$ cat src/rtl/bm2d_pkg.sv
package bm2d_pkg;
  typedef enum logic [1:0] {
    XM_ALL     = 2'd0,
    XM_NONZERO = 2'd1,
    XM_ZERO    = 2'd2,
    XM_ALL_ALT = 2'd3
  } xmode_e;

  typedef enum logic [2:0] {
    S_IDLE,
    S_RD0,
    S_RD1,
    S_WR,
    S_FIN
  } seq_state_e;
endpackage

$ cat src/rtl/bm2d_cfg.sv
module bm2d_cfg #(
  parameter int AW = 16,
  parameter int RW = 10
) (
  input  logic          clk_i,
  input  logic          rst_ni,
  input  logic          busy_i,
  input  logic          setup_i,
  input  logic [AW-1:0] src_stride_i,
  input  logic [AW-1:0] dst_stride_i,
  input  logic [RW-1:0] rows_i,
  output logic [AW-1:0] src_stride_o,
  output logic [AW-1:0] dst_stride_o,
  output logic [RW-1:0] rows_eff_o
);
  logic          take;
  logic [RW-1:0] rows_q;

  assign take = setup_i && !busy_i;

  always_ff @(posedge clk_i or negedge rst_ni) begin
    if (!rst_ni) begin
      src_stride_o <= '0;
      dst_stride_o <= '0;
      rows_q       <= '0;
    end else if (take) begin
      src_stride_o <= src_stride_i;
      dst_stride_o <= dst_stride_i;
      rows_q       <= rows_i;
    end
  end

  // same-cycle setup feeds the move that starts with it
  assign rows_eff_o = take ? rows_i : rows_q;
endmodule

$ cat src/rtl/bm2d_align.sv
module bm2d_align
  import bm2d_pkg::*;
#(
  parameter int DW = 32,
  localparam int NB = DW / 8,
  localparam int OW = $clog2(NB),
  localparam int CW = OW + 1
) (
  input  logic [DW-1:0] lo_i,
  input  logic [DW-1:0] hi_i,
  input  logic [OW-1:0] src_off_i,
  input  logic [OW-1:0] dst_off_i,
  input  logic [CW-1:0] cnt_i,
  input  xmode_e        mode_i,
  output logic [DW-1:0] wdata_o,
  output logic [NB-1:0] be_o
);
  logic [2*DW-1:0] win;
  logic [CW:0]     lane_end;

  assign win      = {hi_i, lo_i};
  assign lane_end = {2'b00, dst_off_i} + {1'b0, cnt_i};

  for (genvar k = 0; k < NB; k++) begin : g_lane
    logic [OW:0] sel;
    logic [7:0]  byte_v;
    logic        lane_on;
    logic        keep;

    always_comb begin
      sel     = (OW+1)'(k) + {1'b0, src_off_i} - {1'b0, dst_off_i};
      byte_v  = win[sel*8 +: 8];
      lane_on = ((CW+1)'(k) >= {2'b00, dst_off_i}) && ((CW+1)'(k) < lane_end);
      unique case (mode_i)
        XM_NONZERO: keep = (byte_v != 8'h00);
        XM_ZERO:    keep = (byte_v == 8'h00);
        default:    keep = 1'b1;
      endcase
    end

    assign wdata_o[k*8 +: 8] = byte_v;
    assign be_o[k]           = lane_on && keep;
  end
endmodule

$ cat src/rtl/bm2d_seq.sv
module bm2d_seq
  import bm2d_pkg::*;
#(
  parameter int AW = 16,
  parameter int WW = 12,
  parameter int RW = 10,
  parameter int DW = 32,
  localparam int NB = DW / 8,
  localparam int OW = $clog2(NB),
  localparam int CW = OW + 1,
  localparam int WA = AW - OW
) (
  input  logic          clk_i,
  input  logic          rst_ni,
  input  logic          start_i,
  input  logic [AW-1:0] src_addr_i,
  input  logic [AW-1:0] dst_addr_i,
  input  logic [WW-1:0] width_i,
  input  xmode_e        mode_i,
  input  logic [RW-1:0] rows_i,
  input  logic [AW-1:0] src_stride_i,
  input  logic [AW-1:0] dst_stride_i,
  input  logic [DW-1:0] mem_rdata_i,
  input  logic [NB-1:0] be_i,
  output logic          busy_o,
  output logic          done_o,
  output logic          mem_req_o,
  output logic          mem_we_o,
  output logic [WA-1:0] mem_addr_o,
  output logic [DW-1:0] lo_o,
  output logic [OW-1:0] src_off_o,
  output logic [OW-1:0] dst_off_o,
  output logic [CW-1:0] cnt_o,
  output xmode_e        mode_o
);
  seq_state_e    state_q;
  logic [AW-1:0] sp_q, dp_q, rs_q, rd_q;
  logic [WW-1:0] rem_q, width_q;
  logic [RW-1:0] rows_left_q;
  logic [CW-1:0] room, cnt;
  logic          last_chunk;

  assign room       = CW'(NB) - {1'b0, dp_q[OW-1:0]};
  assign cnt        = (rem_q < WW'(room)) ? rem_q[CW-1:0] : room;
  assign last_chunk = (rem_q == WW'(cnt));

  always_ff @(posedge clk_i or negedge rst_ni) begin
    if (!rst_ni) begin
      state_q     <= S_IDLE;
      sp_q        <= '0;
      dp_q        <= '0;
      rs_q        <= '0;
      rd_q        <= '0;
      rem_q       <= '0;
      width_q     <= '0;
      rows_left_q <= '0;
      mode_o      <= XM_ALL;
      lo_o        <= '0;
    end else begin
      unique case (state_q)
        S_IDLE: if (start_i) begin
          mode_o      <= mode_i;
          width_q     <= width_i;
          rem_q       <= width_i;
          rows_left_q <= rows_i;
          sp_q        <= src_addr_i;
          rs_q        <= src_addr_i;
          dp_q        <= dst_addr_i;
          rd_q        <= dst_addr_i;
          state_q     <= (width_i == '0 || rows_i == '0) ? S_FIN : S_RD0;
        end
        S_RD0: state_q <= S_RD1;
        S_RD1: begin
          lo_o    <= mem_rdata_i;
          state_q <= S_WR;
        end
        S_WR: begin
          if (last_chunk) begin
            if (rows_left_q == RW'(1)) begin
              state_q <= S_FIN;
            end else begin
              rows_left_q <= rows_left_q - RW'(1);
              rs_q        <= rs_q + src_stride_i;
              rd_q        <= rd_q + dst_stride_i;
              sp_q        <= rs_q + src_stride_i;
              dp_q        <= rd_q + dst_stride_i;
              rem_q       <= width_q;
              state_q     <= S_RD0;
            end
          end else begin
            sp_q    <= sp_q + AW'(cnt);
            dp_q    <= dp_q + AW'(cnt);
            rem_q   <= rem_q - WW'(cnt);
            state_q <= S_RD0;
          end
        end
        S_FIN:   state_q <= S_IDLE;
        default: state_q <= S_IDLE;
      endcase
    end
  end

  always_comb begin
    mem_req_o  = 1'b0;
    mem_we_o   = 1'b0;
    mem_addr_o = sp_q[AW-1:OW];
    unique case (state_q)
      S_RD0: mem_req_o = 1'b1;
      S_RD1: begin
        mem_req_o  = 1'b1;
        mem_addr_o = sp_q[AW-1:OW] + WA'(1);
      end
      S_WR: begin
        mem_req_o  = |be_i;
        mem_we_o   = 1'b1;
        mem_addr_o = dp_q[AW-1:OW];
      end
      default: ;
    endcase
  end

  assign busy_o    = (state_q != S_IDLE);
  assign done_o    = (state_q == S_FIN);
  assign src_off_o = sp_q[OW-1:0];
  assign dst_off_o = dp_q[OW-1:0];
  assign cnt_o     = cnt;
endmodule

$ cat src/rtl/bm2d_move.sv
module bm2d_move
  import bm2d_pkg::*;
#(
  parameter int AW = 16,
  parameter int WW = 12,
  parameter int RW = 10,
  localparam int DW = 32,
  localparam int NB = DW / 8,
  localparam int OW = $clog2(NB),
  localparam int CW = OW + 1
) (
  input  logic             clk_i,
  input  logic             rst_ni,
  input  logic             setup_i,
  input  logic [AW-1:0]    src_stride_i,
  input  logic [AW-1:0]    dst_stride_i,
  input  logic [RW-1:0]    rows_i,
  input  logic             start_i,
  input  logic [AW-1:0]    src_addr_i,
  input  logic [AW-1:0]    dst_addr_i,
  input  logic [WW-1:0]    width_i,
  input  logic [1:0]       mode_i,
  output logic             busy_o,
  output logic             done_o,
  output logic             mem_req_o,
  output logic             mem_we_o,
  output logic [AW-OW-1:0] mem_addr_o,
  output logic [DW-1:0]    mem_wdata_o,
  output logic [NB-1:0]    mem_be_o,
  input  logic [DW-1:0]    mem_rdata_i
);
  logic [AW-1:0] ss, ds;
  logic [RW-1:0] rows_eff;
  logic [DW-1:0] lo_word;
  logic [OW-1:0] src_off, dst_off;
  logic [CW-1:0] cnt;
  xmode_e        mode_q;
  logic [NB-1:0] be;

  bm2d_cfg #(.AW(AW), .RW(RW)) u_cfg (
    .clk_i        (clk_i),
    .rst_ni       (rst_ni),
    .busy_i       (busy_o),
    .setup_i      (setup_i),
    .src_stride_i (src_stride_i),
    .dst_stride_i (dst_stride_i),
    .rows_i       (rows_i),
    .src_stride_o (ss),
    .dst_stride_o (ds),
    .rows_eff_o   (rows_eff)
  );

  bm2d_seq #(.AW(AW), .WW(WW), .RW(RW), .DW(DW)) u_seq (
    .clk_i        (clk_i),
    .rst_ni       (rst_ni),
    .start_i      (start_i),
    .src_addr_i   (src_addr_i),
    .dst_addr_i   (dst_addr_i),
    .width_i      (width_i),
    .mode_i       (xmode_e'(mode_i)),
    .rows_i       (rows_eff),
    .src_stride_i (ss),
    .dst_stride_i (ds),
    .mem_rdata_i  (mem_rdata_i),
    .be_i         (be),
    .busy_o       (busy_o),
    .done_o       (done_o),
    .mem_req_o    (mem_req_o),
    .mem_we_o     (mem_we_o),
    .mem_addr_o   (mem_addr_o),
    .lo_o         (lo_word),
    .src_off_o    (src_off),
    .dst_off_o    (dst_off),
    .cnt_o        (cnt),
    .mode_o       (mode_q)
  );

  // hi word is the read still on the bus during the write cycle
  bm2d_align #(.DW(DW)) u_align (
    .lo_i      (lo_word),
    .hi_i      (mem_rdata_i),
    .src_off_i (src_off),
    .dst_off_i (dst_off),
    .cnt_i     (cnt),
    .mode_i    (mode_q),
    .wdata_o   (mem_wdata_o),
    .be_o      (be)
  );

  assign mem_be_o = be;
endmodule

$ cat config.mk
export PLATFORM = sky130hd
export DESIGN_NAME = bm2d_move
export DESIGN_NICKNAME = d
export VERILOG_FILES = /design/src/rtl/bm2d_pkg.sv /design/src/rtl/bm2d_cfg.sv /design/src/rtl/bm2d_align.sv /design/src/rtl/bm2d_seq.sv /design/src/rtl/bm2d_move.sv
export SDC_FILE = /design/constraint.sdc
export NUM_CORES = 1
export LEC_CHECK = 0
export BUFFER_PORTS_ARGS = -buffer_cell sky130_fd_sc_hd__buf_2
export CORE_MARGIN = 5
export CORE_UTILIZATION = 50
export CTS_CLUSTER_SIZE = 14
export DETAILED_ROUTE_END_ITERATION = 8
export GPL_TIMING_DRIVEN = 0
export PLACE_DENSITY = 0.7
export SYNTH_ARGS = -nofsm -noshare
export SYNTH_HDL_FRONTEND = slang
export SYNTH_SLANG_ARGS = --single-unit
$ cat constraint.sdc
create_clock -name clk_i -period 4.8 [get_ports clk_i]
set_input_delay 0 -clock clk_i [delete_from_list [all_inputs] [get_ports clk_i]]
set_output_delay 0 -clock clk_i [all_outputs]
set_load 0.02 [all_outputs]
# Word-level counts from Yosys, hierarchy flattened

Cells that the tools add are included.

Bits in registers: 177
Bits of input ports: 124
Output and inout bits: 54
Logic and storage cells: 115

Add/sub/neg operators: 16
$lt $le $gt $ge: 8
Eq/ne operators: 12
Shift-type cells: 4
Muxes and demuxes: 34
Reductions and logical operators: 28

Operators by type and width:

| operator              | count |
|---|---|
| $shiftx 64x7->8       | 4 |
| $mux 16               | 8 |
| $pmux 16 s2           | 4 |
| $mux 10               | 4 |
| $mux 12               | 3 |
| $add 16x16->16        | 2 |
| $add 16x3->16         | 2 |
| $logic_not 8->1       | 4 |
| $reduce_bool 8->1     | 4 |
| $pmux 14 s2           | 1 |
| $pmux 12 s2           | 1 |
| $pmux 10 s2           | 1 |
| $mux 3                | 5 |
| $add 14x1->14 const B | 1 |
| $eq 12x3->1           | 1 |
| $logic_not 12->1      | 1 |
| $lt 12x3->1           | 1 |
| $pmux 3 s4            | 1 |
| $sub 12x3->12         | 1 |
| $eq 10x1->1 const B   | 1 |
| $logic_not 10->1      | 1 |
| $pmux 1 s2            | 5 |
| $sub 10x1->10 const B | 1 |
| $sub 3x2->3           | 3 |
| other kinds (29)      | 42 |

# Depth between registers and ports, before layout

Gate-level depths: netlist of run 1.

Word-level depth: 9
Gate-level depth with buffers: 20
Gate-level depth less buffers: 19

# By module

From an unflattened synthesis of run 1, not the netlist that was laid out.

Cell total of the unflattened synthesis: 1395
Area total of the unflattened synthesis: 13564.3 um^2

Modules (own cells, without submodules):

| module     | instances | cells each | area an instance (um^2) | sequential area each (um^2) |
|---|---|---|---|---|
| bm2d_seq   | 1         | 1093       | 9183.8                  | 3378.2 |
| bm2d_align | 1         | 212        | 2597.5                  | 0.0 |
| bm2d_cfg   | 1         | 90         | 1783.0                  | 1051.0 |

# Worst setup path before layout of run 1

No wires, ideal clock.

Kind: flip-flop to flip-flop
Start: register u_seq.dp_q[1]
End: register u_seq.dp_q[14]
Setup time: 0.129 ns
Data arrival time: 3.566 ns
Data required time: 4.671 ns
Path slack: 1.105 ns
Cell stages (with the launch flop): 18
Buffers on the path: 0
Period minus slack after synthesis: 3.695 ns
Cell sequence: dfrtp_1 -> inv_1 -> ha_1 -> inv_1 -> ha_1 -> o21ai_0 -> o21a_2 -> o21ai_0 -> ha_1 -> inv_1 -> fa_1 -> nor2b_1 -> o21ai_0 -> nor3_1 -> nand2_1 -> xnor2_1 -> a221oi_1 -> a21oi_1

Cells in the longest elaborated chain, start to end: 6
Elaborated cells between the ends (all ways): 9
Those cells by class: add/sub: 2; order compare: 1; eq/ne: 2; mux: 3; reduce/logical: 1

Ends and longest elaborated chain:

| element                                                | line                           | text |
|---|---|---|
| start: declaration                                     | bm2d_seq.sv:37                 | `logic [AW-1:0] sp_q, dp_q, rs_q, rd_q;` |
| start signal: assignment                               | bm2d_seq.sv:68                 | `dp_q <= dst_addr_i;` |
| start signal: assignment                               | bm2d_seq.sv:86                 | `dp_q <= rd_q + dst_stride_i;` |
| start signal: assignment                               | bm2d_seq.sv:92                 | `dp_q <= dp_q + AW'(cnt);` |
| $sub 3x2->3                                            | bm2d_seq.sv:43                 | `assign room = CW'(NB) - {1'b0, dp_q[OW-1:0]};` |
| $lt 12x3->1                                            | bm2d_seq.sv:44                 | `assign cnt = (rem_q < WW'(room)) ? rem_q[CW-1:0] : room;` |
| $mux 3                                                 | bm2d_seq.sv:44                 |  |
| $add 16x3->16 / $eq 12x3->1 (equally long branches)    | bm2d_seq.sv:92, bm2d_seq.sv:45 |  |
| $mux 16 / $ne 3x3->1 (equally long branches)           | -                              |  |
| $pmux 16 s2 / $reduce_and 3->1 (equally long branches) | -                              |  |

Several ways; a longest one is shown, not always the timed one.
A chain may end at the register's enable or synchronous reset.

# Final worst setup path of run 1

Start: register u_seq.dp_q[0]
End: output port mem_req_o

Cells in the longest elaborated chain, start to end: 9
Elaborated cells between the ends (all ways): 40
Those cells by class: add/sub: 6; order compare: 8; shift: 4; mux: 6; reduce/logical: 16

Ends and longest elaborated chain:

| element                                         | line             | text |
|---|---|---|
| $sub 3x2->3                                     | bm2d_seq.sv:43   |  |
| $lt 12x3->1                                     | bm2d_seq.sv:44   |  |
| $mux 3                                          | bm2d_seq.sv:44   |  |
| $add 2x3->4                                     | bm2d_align.sv:22 | `assign lane_end = {2'b00, dst_off_i} + {1'b0, cnt_i};` |
| $lt 1x4->1 / $lt 2x4->1 (equally long branches) | bm2d_align.sv:33 | `lane_on = ((CW+1)'(k) >= {2'b00, dst_off_i}) && ((CW+1)'(k) < lane_end);` |
| $logic_and 1x1->1                               | bm2d_align.sv:33 |  |
| $logic_and 1x1->1                               | bm2d_align.sv:42 | `assign be_o[k] = lane_on && keep;` |
| $reduce_or 4->1 *                               | bm2d_seq.sv:114  | `mem_req_o = \|be_i;` |
| $pmux 1 s2 *                                    | bm2d_seq.sv:107  | `unique case (state_q)` |
| end: declaration                                | bm2d_move.sv:25  | `output logic mem_req_o,` |

Mark *: on every way between the ends. The rest lies on a longest branch, timed or not.

==> impl_metrics.toml, run 1 <==
[run_status]
status = "finished, final reports clean"

[setup_path]
cp_num_buf_inv = 4
critPathLaunchType = "flop"
worst_setup_path_end_kind = "primary output"
cp_top_family = "simple AND/OR/NAND/NOR gates"
required_ns = 4.80
max_stage_delay_ns = 0.54
slowest_stage = "nor4_1"
cp.arrival_ns = 4.51
worstPathMaxFanout = 10
path_class = "flop to primary output"
worstPathCellList = "inv_1, ha_1, inv_1, fa_1, buf_1, nand2_1, nor2_1, a211oi_1, nor4_1, nand2_1, mux2i_1, a211oi_1, a2bb2oi_1, buf_2"

[placement]
portBuffers = 177
dp_hpwl_mm = 33.1
dpl_cell_area_mm2 = 0.0142
dp_cells = 1870
place_ws_ns = 0.200
finalWeightedCongestion = 0.969

[floorplan]
die_height_um = 170
die_w_um = 170
core_area_mm2 = 0.0252
rows = 58
io_pins = 178
dieArea_mm2 = 0.0289
initial_core_util = 0.509

[synth]
synth_cell_type_count = 86
synthesis.nets = 1547
yosys.area.top_type_share = 0.346
yosys_register_bits = 177
yosysSeqAreaShare = 0.346
netlist_instances = 1362
netlist_area_mm2 = 0.0128
synth_top_area_cell = "dfrtp_1"
synth_area_leaders = "dfrtp_1, mux2_2, mux2i_1"
syn_avg_cell_area_um2 = 9.41
synthFlopType = "dfrtp_1"
synth_warnings = 0
synth_edf_count = 0
async_flop_share = 1.00

[timing]
timing.final.crit_share = 0.940
fmax_ghz = 0.222
maxSlewViolCount = 0
finalHoldViolations = 0
finalSetupViolations = 0
tns_ns = 0
max_slew_margin = 0.250
rsz0062_at_grt = "no"
worst_pin_slew_ns = 1.12
min_period_ns = 4.51
clock_skew_ns = 0.0121
fin_ws_ns = 0.290

[cts]
htree_levels = 4
cts_sinks = 177
numCtsBuffers = 17
clkTransAtPathRegs_ns = 0.07
cts_tree = "done"
cts_max_path_buffers = 2
clk_latency_ns = 0.44
cts_root_buf = "clkbuf_16"
postCtsSetupBuffers = 0

[cells_and_area]
fin_nets = 1865
instances_no_fill = 2023
fillCellCount = 2089
stdcell_area_mm2 = 0.0160
layout-drive-gt1-share = 0.220
syn2layout_area_growth_pct = 24.7

[routing]
drcViolationCount = 0
dr.pass1.iters = 6
postRouteAntennaNets = 0
viasPerCell = 6.10
drtIter0Drc = 1388
routedWlPerCell_um = 22.8
vias = 12341
routed_wl_mm = 46.1

[power_and_ir_drop]
vdd_drop_max_uv = 213
leakage_nw = 7.86
power_density_mw_per_mm2 = 237

[grt]
antenna_found_initial = 2
grtUsageTotal = 0.315
gr-total-overflow = 0
grt_pass1_wl_mm = 70.3
grt_max_degree = 111
grt_pass1_vias = 12435

[min_path]
hp-class = "input pin to flop"

[job]
drv_cap = 0
-- where the power goes --
| group | internal [mW] | total [mW] | switching [mW] | leakage (nW) |
|---|---|---|---|---|
| registers | 1.54 | 1.60 | 0.0570 | 2.26 |
| clock network | 0.834 | 1.47 | 0.639 | 0.286 |
| logic | 0.304 | 0.720 | 0.416 | 5.32 |
-- registers in the layout, indices dropped and copies added (netlist names) --
signal / flops
u_seq.rows_left_q: 10
u_cfg.rows_q: 10
u_seq.state_q: 3
u_seq.width_q: 12
u_cfg.dst_stride_o: 16
u_cfg.src_stride_o: 16
u_seq.dp_q: 16
u_seq.lo_o: 32
u_seq.mode_o: 2
u_seq.sp_q: 16
u_seq.rem_q: 12
u_seq.rd_q: 16
u_seq.rs_q: 16
-- logic make-up (layout without fill, tap and decap cells) --
group / after synthesis / in the layout / share of synthesized area
other cells: 0 / 2 / 0
compound gates: 334 / 334 / 0.172
flops: 177 / 177 / 0.346
simple gates: 388 / 388 / 0.142
mux: 196 / 196 / 0.187
buf+inv: 150 / 479 / 0.0517
xor+xnor: 56 / 56 / 0.0383
fa+ha+maj: 61 / 61 / 0.0637
-- timing repair --
action | in CTS | in global routing
setup endpoints to repair | 0 | 13
hold endpoints to repair | 228 | 0
gates resized for setup | 0 | 5
hold buffers | 121 | 0
-- synth_stat cells, types with 11 or more instances --
master / n
o211ai_1: 18
mux4_2: 16
nand2_1: 130
nor3_1: 21
xor2_1: 31
o21ai_0: 70
buf_2: 17
ha_1: 54
a31oi_1: 42
dfrtp_1: 177
clkbuf_1: 42
and3_1: 17
inv_1: 65
buf_1: 12
nand4_1: 14
nor2_1: 110
a211oi_1: 25
nand3_1: 28
nor2b_1: 15
a21o_1: 11
mux2_2: 89
a21oi_1: 79
xnor2_1: 25
a22o_1: 13
mux2i_1: 82
-- tightest hold or removal path, delay by kind of cell --
| family | cells | cell delay, ns |
|---|---|---|
| buffers and inverters | 1 | 0.12 |
| AOI/OAI and AO/OA | 2 | 0.18 |
| and+or+nand+nor | 1 | 0.16 |
-- through the flow --
stage                     total power, mW  hold slack (ns)   util
after floorplan                      1.97           -0.296      -
after global placement               2.24            0.206  0.561
after detailed placement             2.24          -0.0222  0.562
after CTS                            3.78           0.0308  0.634
after global routing                 3.91           0.0547  0.635
final                                3.79           0.0500  0.635
-- layout make-up --
class                           count  area, um2  share of cell area
Timing Repair Buffer              299       2130               0.134
Tap cell                          330        413              0.0258
Antenna cell                        2       5.00            0.000313
Sequential cell                   177       4430               0.277
Clock buffer                       19        443              0.0277
Buffer                             84        417              0.0261
Clock inverter                     11        154             0.00963
Multi-Input combinational cell   1035       7740               0.484
Inverter                           66        248              0.0155
-- layout by cell type, fill, tap and decap left out, types with 12 or more instances in the layout --
cell type / n
a211oi_1: 25
a21oi_1: 79
a22o_1: 13
a31oi_1: 42
and3_1: 17
buf_1: 12
buf_2: 193
clkbuf_1: 42
clkbuf_16: 17
dfrtp_1: 177
dlygate4sd3_1: 121
ha_1: 54
inv_1: 65
mux2_2: 89
mux2i_1: 82
mux4_2: 16
nand2_1: 130
nand3_1: 28
nand4_1: 14
nor2_1: 110
nor2b_1: 15
nor3_1: 19
o211ai_1: 18
o21ai_0: 70
xnor2_1: 25
xor2_1: 31
-- layer usage --
layer / vias to the layer above / routed length [um] / GRT usage
met5: - / 13 / 0
met2: 624 / 21600 / 0.508
met4: 2 / 2340 / 0.166
met3: 125 / 3630 / 0.0595
li1: 5599 / - / -
met1: 5991 / 18500 / 0.405
-- path summary, 6_finish.rpt --
check | from | to | slack [ns] | cells past startpoint
max in group asynchronous | rst_ni | u_seq.rd_q[5] | 3.74 | 3
max reg2reg | u_seq.dp_q[1] | u_seq.rd_q[2] | 0.31 | 16
min | dst_addr_i[2] | u_seq.dp_q[2] | 0.05 | 4
min in group asynchronous | rst_ni | u_seq.lo_o[21] | 0.08 | 2
max | u_seq.dp_q[0] | mem_req_o | 0.29 | 14
min reg2reg | u_seq.rd_q[12] | u_seq.rd_q[12] | 0.50 | 2
Power figures use the tool's default switching activity.
==> run 2, diff against run 1 <==
Clock period 4.8 ns to 5.62 ns, I/O delays scaled along.
==> run 2 against run 1 <==
Against the previous run:
- final cell count did not move
- first-iteration DRC count fell by 0.65%
- largest cell class unchanged
- sequential share of layout area barely moved
==> impl_metrics.toml, run 2 (same netlist as run 1, synthesis figures left out) <==
[cells_and_area]
layout-drive-gt1-share = 0.218
regArea_mm2 = 0.00443
largest_reg_flops = 32
fin_nets = 1865
multi_input_area_mm2 = 0.00772
max_flop_register = "u_seq.lo_o"
final_cell_mix = "buf_2, dfrtp_1, nand2_1, dlygate4sd3_1, nor2_1"
syn2layout_area_growth_pct = 24.6
final_common_cell = "buf_2"
utilization = 0.634
fillCellCount = 2089

[routing]
dr.pass1.iters = 5
drcViolationCount = 0
wl_met1_mm = 18.5
postRouteAntennaNets = 0
viasPerCell = 6.12
routed_wl_mm = 46.1
wl_met2_mm = 21.3
top_layer_used = "met5"
wl_met3_mm = 3.74
drtIter0Drc = 1379
routedWlPerCell_um = 22.8
vias = 12386

[grt]
grt_max_degree = 111
grt_pass1_wl_mm = 70.3
gr-total-overflow = 0
antenna_found_initial = 2
grtUsageTotal = 0.315
grt_pass1_vias = 12435

[setup_path]
critPathLaunchType = "flop"
worst_setup_path_end_kind = "flop"
path_class = "flop to flop"
required_ns = 5.89
worstPathMaxFanout = 10
cp.arrival_ns = 4.95

[floorplan]
dieArea_mm2 = 0.0289
core_area_mm2 = 0.0252
die_w_um = 170
io_pins = 178
initial_core_util = 0.509
die_height_um = 170
rows = 58

[cts]
postCtsSetupBuffers = 0
cts_root_buf = "clkbuf_16"
numCtsBuffers = 17
cts_tree = "done"
clk_latency_ns = 0.44
cts_max_path_buffers = 2
cts_sinks = 177
cts_resized = 0
clkTransAtPathRegs_ns = 0.07
htree_levels = 4

[timing]
timing.final.crit_share = 0.833
tns_ns = 0
finalHoldViolations = 0
max_slew_margin = 0.271
finalSetupViolations = 0
rsz0062_at_grt = "no"
worst_pin_slew_ns = 1.09
min_period_ns = 4.68
maxSlewViolCount = 0
clock_skew_ns = 0.0118
fmax_ghz = 0.214

[placement]
dp_hpwl_mm = 33.1
finalWeightedCongestion = 0.969
portBuffers = 177

[power_and_ir_drop]
vdd_drop_max_uv = 181
leakage_nw = 7.86
power_density_mw_per_mm2 = 203

[min_path]
hp-class = "input pin to flop"

[job]
drv_cap = 0

[run_status]
status = "finished, final reports clean"
==> run 2: stage by stage <==
stage,area (um2),power [mW],cells,setup slack [ns],hold WS (ns)
3_5_place_dp,14200,1.91,1870,1.02,-0.0222
2_1_floorplan,12800,1.69,1362,1.93,-0.296
5_1_grt,16000,3.34,2022,0.657,0.0547
4_1_cts,16000,3.23,2021,1.01,0.0308
3_3_place_gp,14100,1.91,1869,1.06,0.206
6_report,16000,3.23,2023,0.941,0.0540
==> run 2: worst max-delay path, stage by stage, from the launching register on <==
cell and delay (ns):
dfrtp_1 0.51, inv_1 0.20, ha_1 0.23, inv_1 0.06, ha_1 0.19, nor4_1 0.33
o21a_2 0.25, mux2i_2 0.38, ha_1 0.35, nand3_1 0.14, nor4_2 0.08, a21o_4 0.24
nand2b_1 0.09, buf_6 0.12, clkbuf_1 0.55, clkbuf_1 0.63, a31oi_1 0.18
==> run 2: final timing paths <==
kind	slack, ns	end	startpoint	cells past startpoint
max	0.94	u_seq.dp_q[9]	u_seq.dp_q[1]	16
min	0.05	u_seq.dp_q[2]	dst_addr_i[2]	4
max reg2reg	0.94	u_seq.dp_q[9]	u_seq.dp_q[1]	16
min reg2reg	0.50	u_seq.rd_q[12]	u_seq.rd_q[12]	2
max in group asynchronous	4.55	u_seq.rd_q[7]	rst_ni	3
min in group asynchronous	0.09	u_seq.lo_o[21]	rst_ni	2
==> run 2: final cells by class <==
type,count,area share
Multi-Input combinational cell,1035,0.484
Timing Repair Buffer,299,0.134
Clock buffer,19,0.0277
Antenna cell,2,0.000313
Sequential cell,177,0.277
Clock inverter,11,0.00964
Buffer,84,0.0260
Inverter,66,0.0155
Tap cell,330,0.0259
==> run 2: repair_timing <==
action	4_1_cts	5_1_grt
endpoints found under the hold margin	228	0
hold buffers	121	0
endpoints found under the setup margin	0	0
==> run 2: metal layers <==
metal / track usage / up-vias
li1: - / 5602
met4: 0.166 / 2
met3: 0.0595 / 155
met5: 0 / -
met2: 0.508 / 668
met1: 0.405 / 5959
==> run 2: report_power, final <==
part	internal (mW)	leakage, nW	switching, mW
logic	0.260	5.31	0.356
registers	1.31	2.26	0.0488
clock network	0.712	0.286	0.543
total	2.29	7.86	0.947
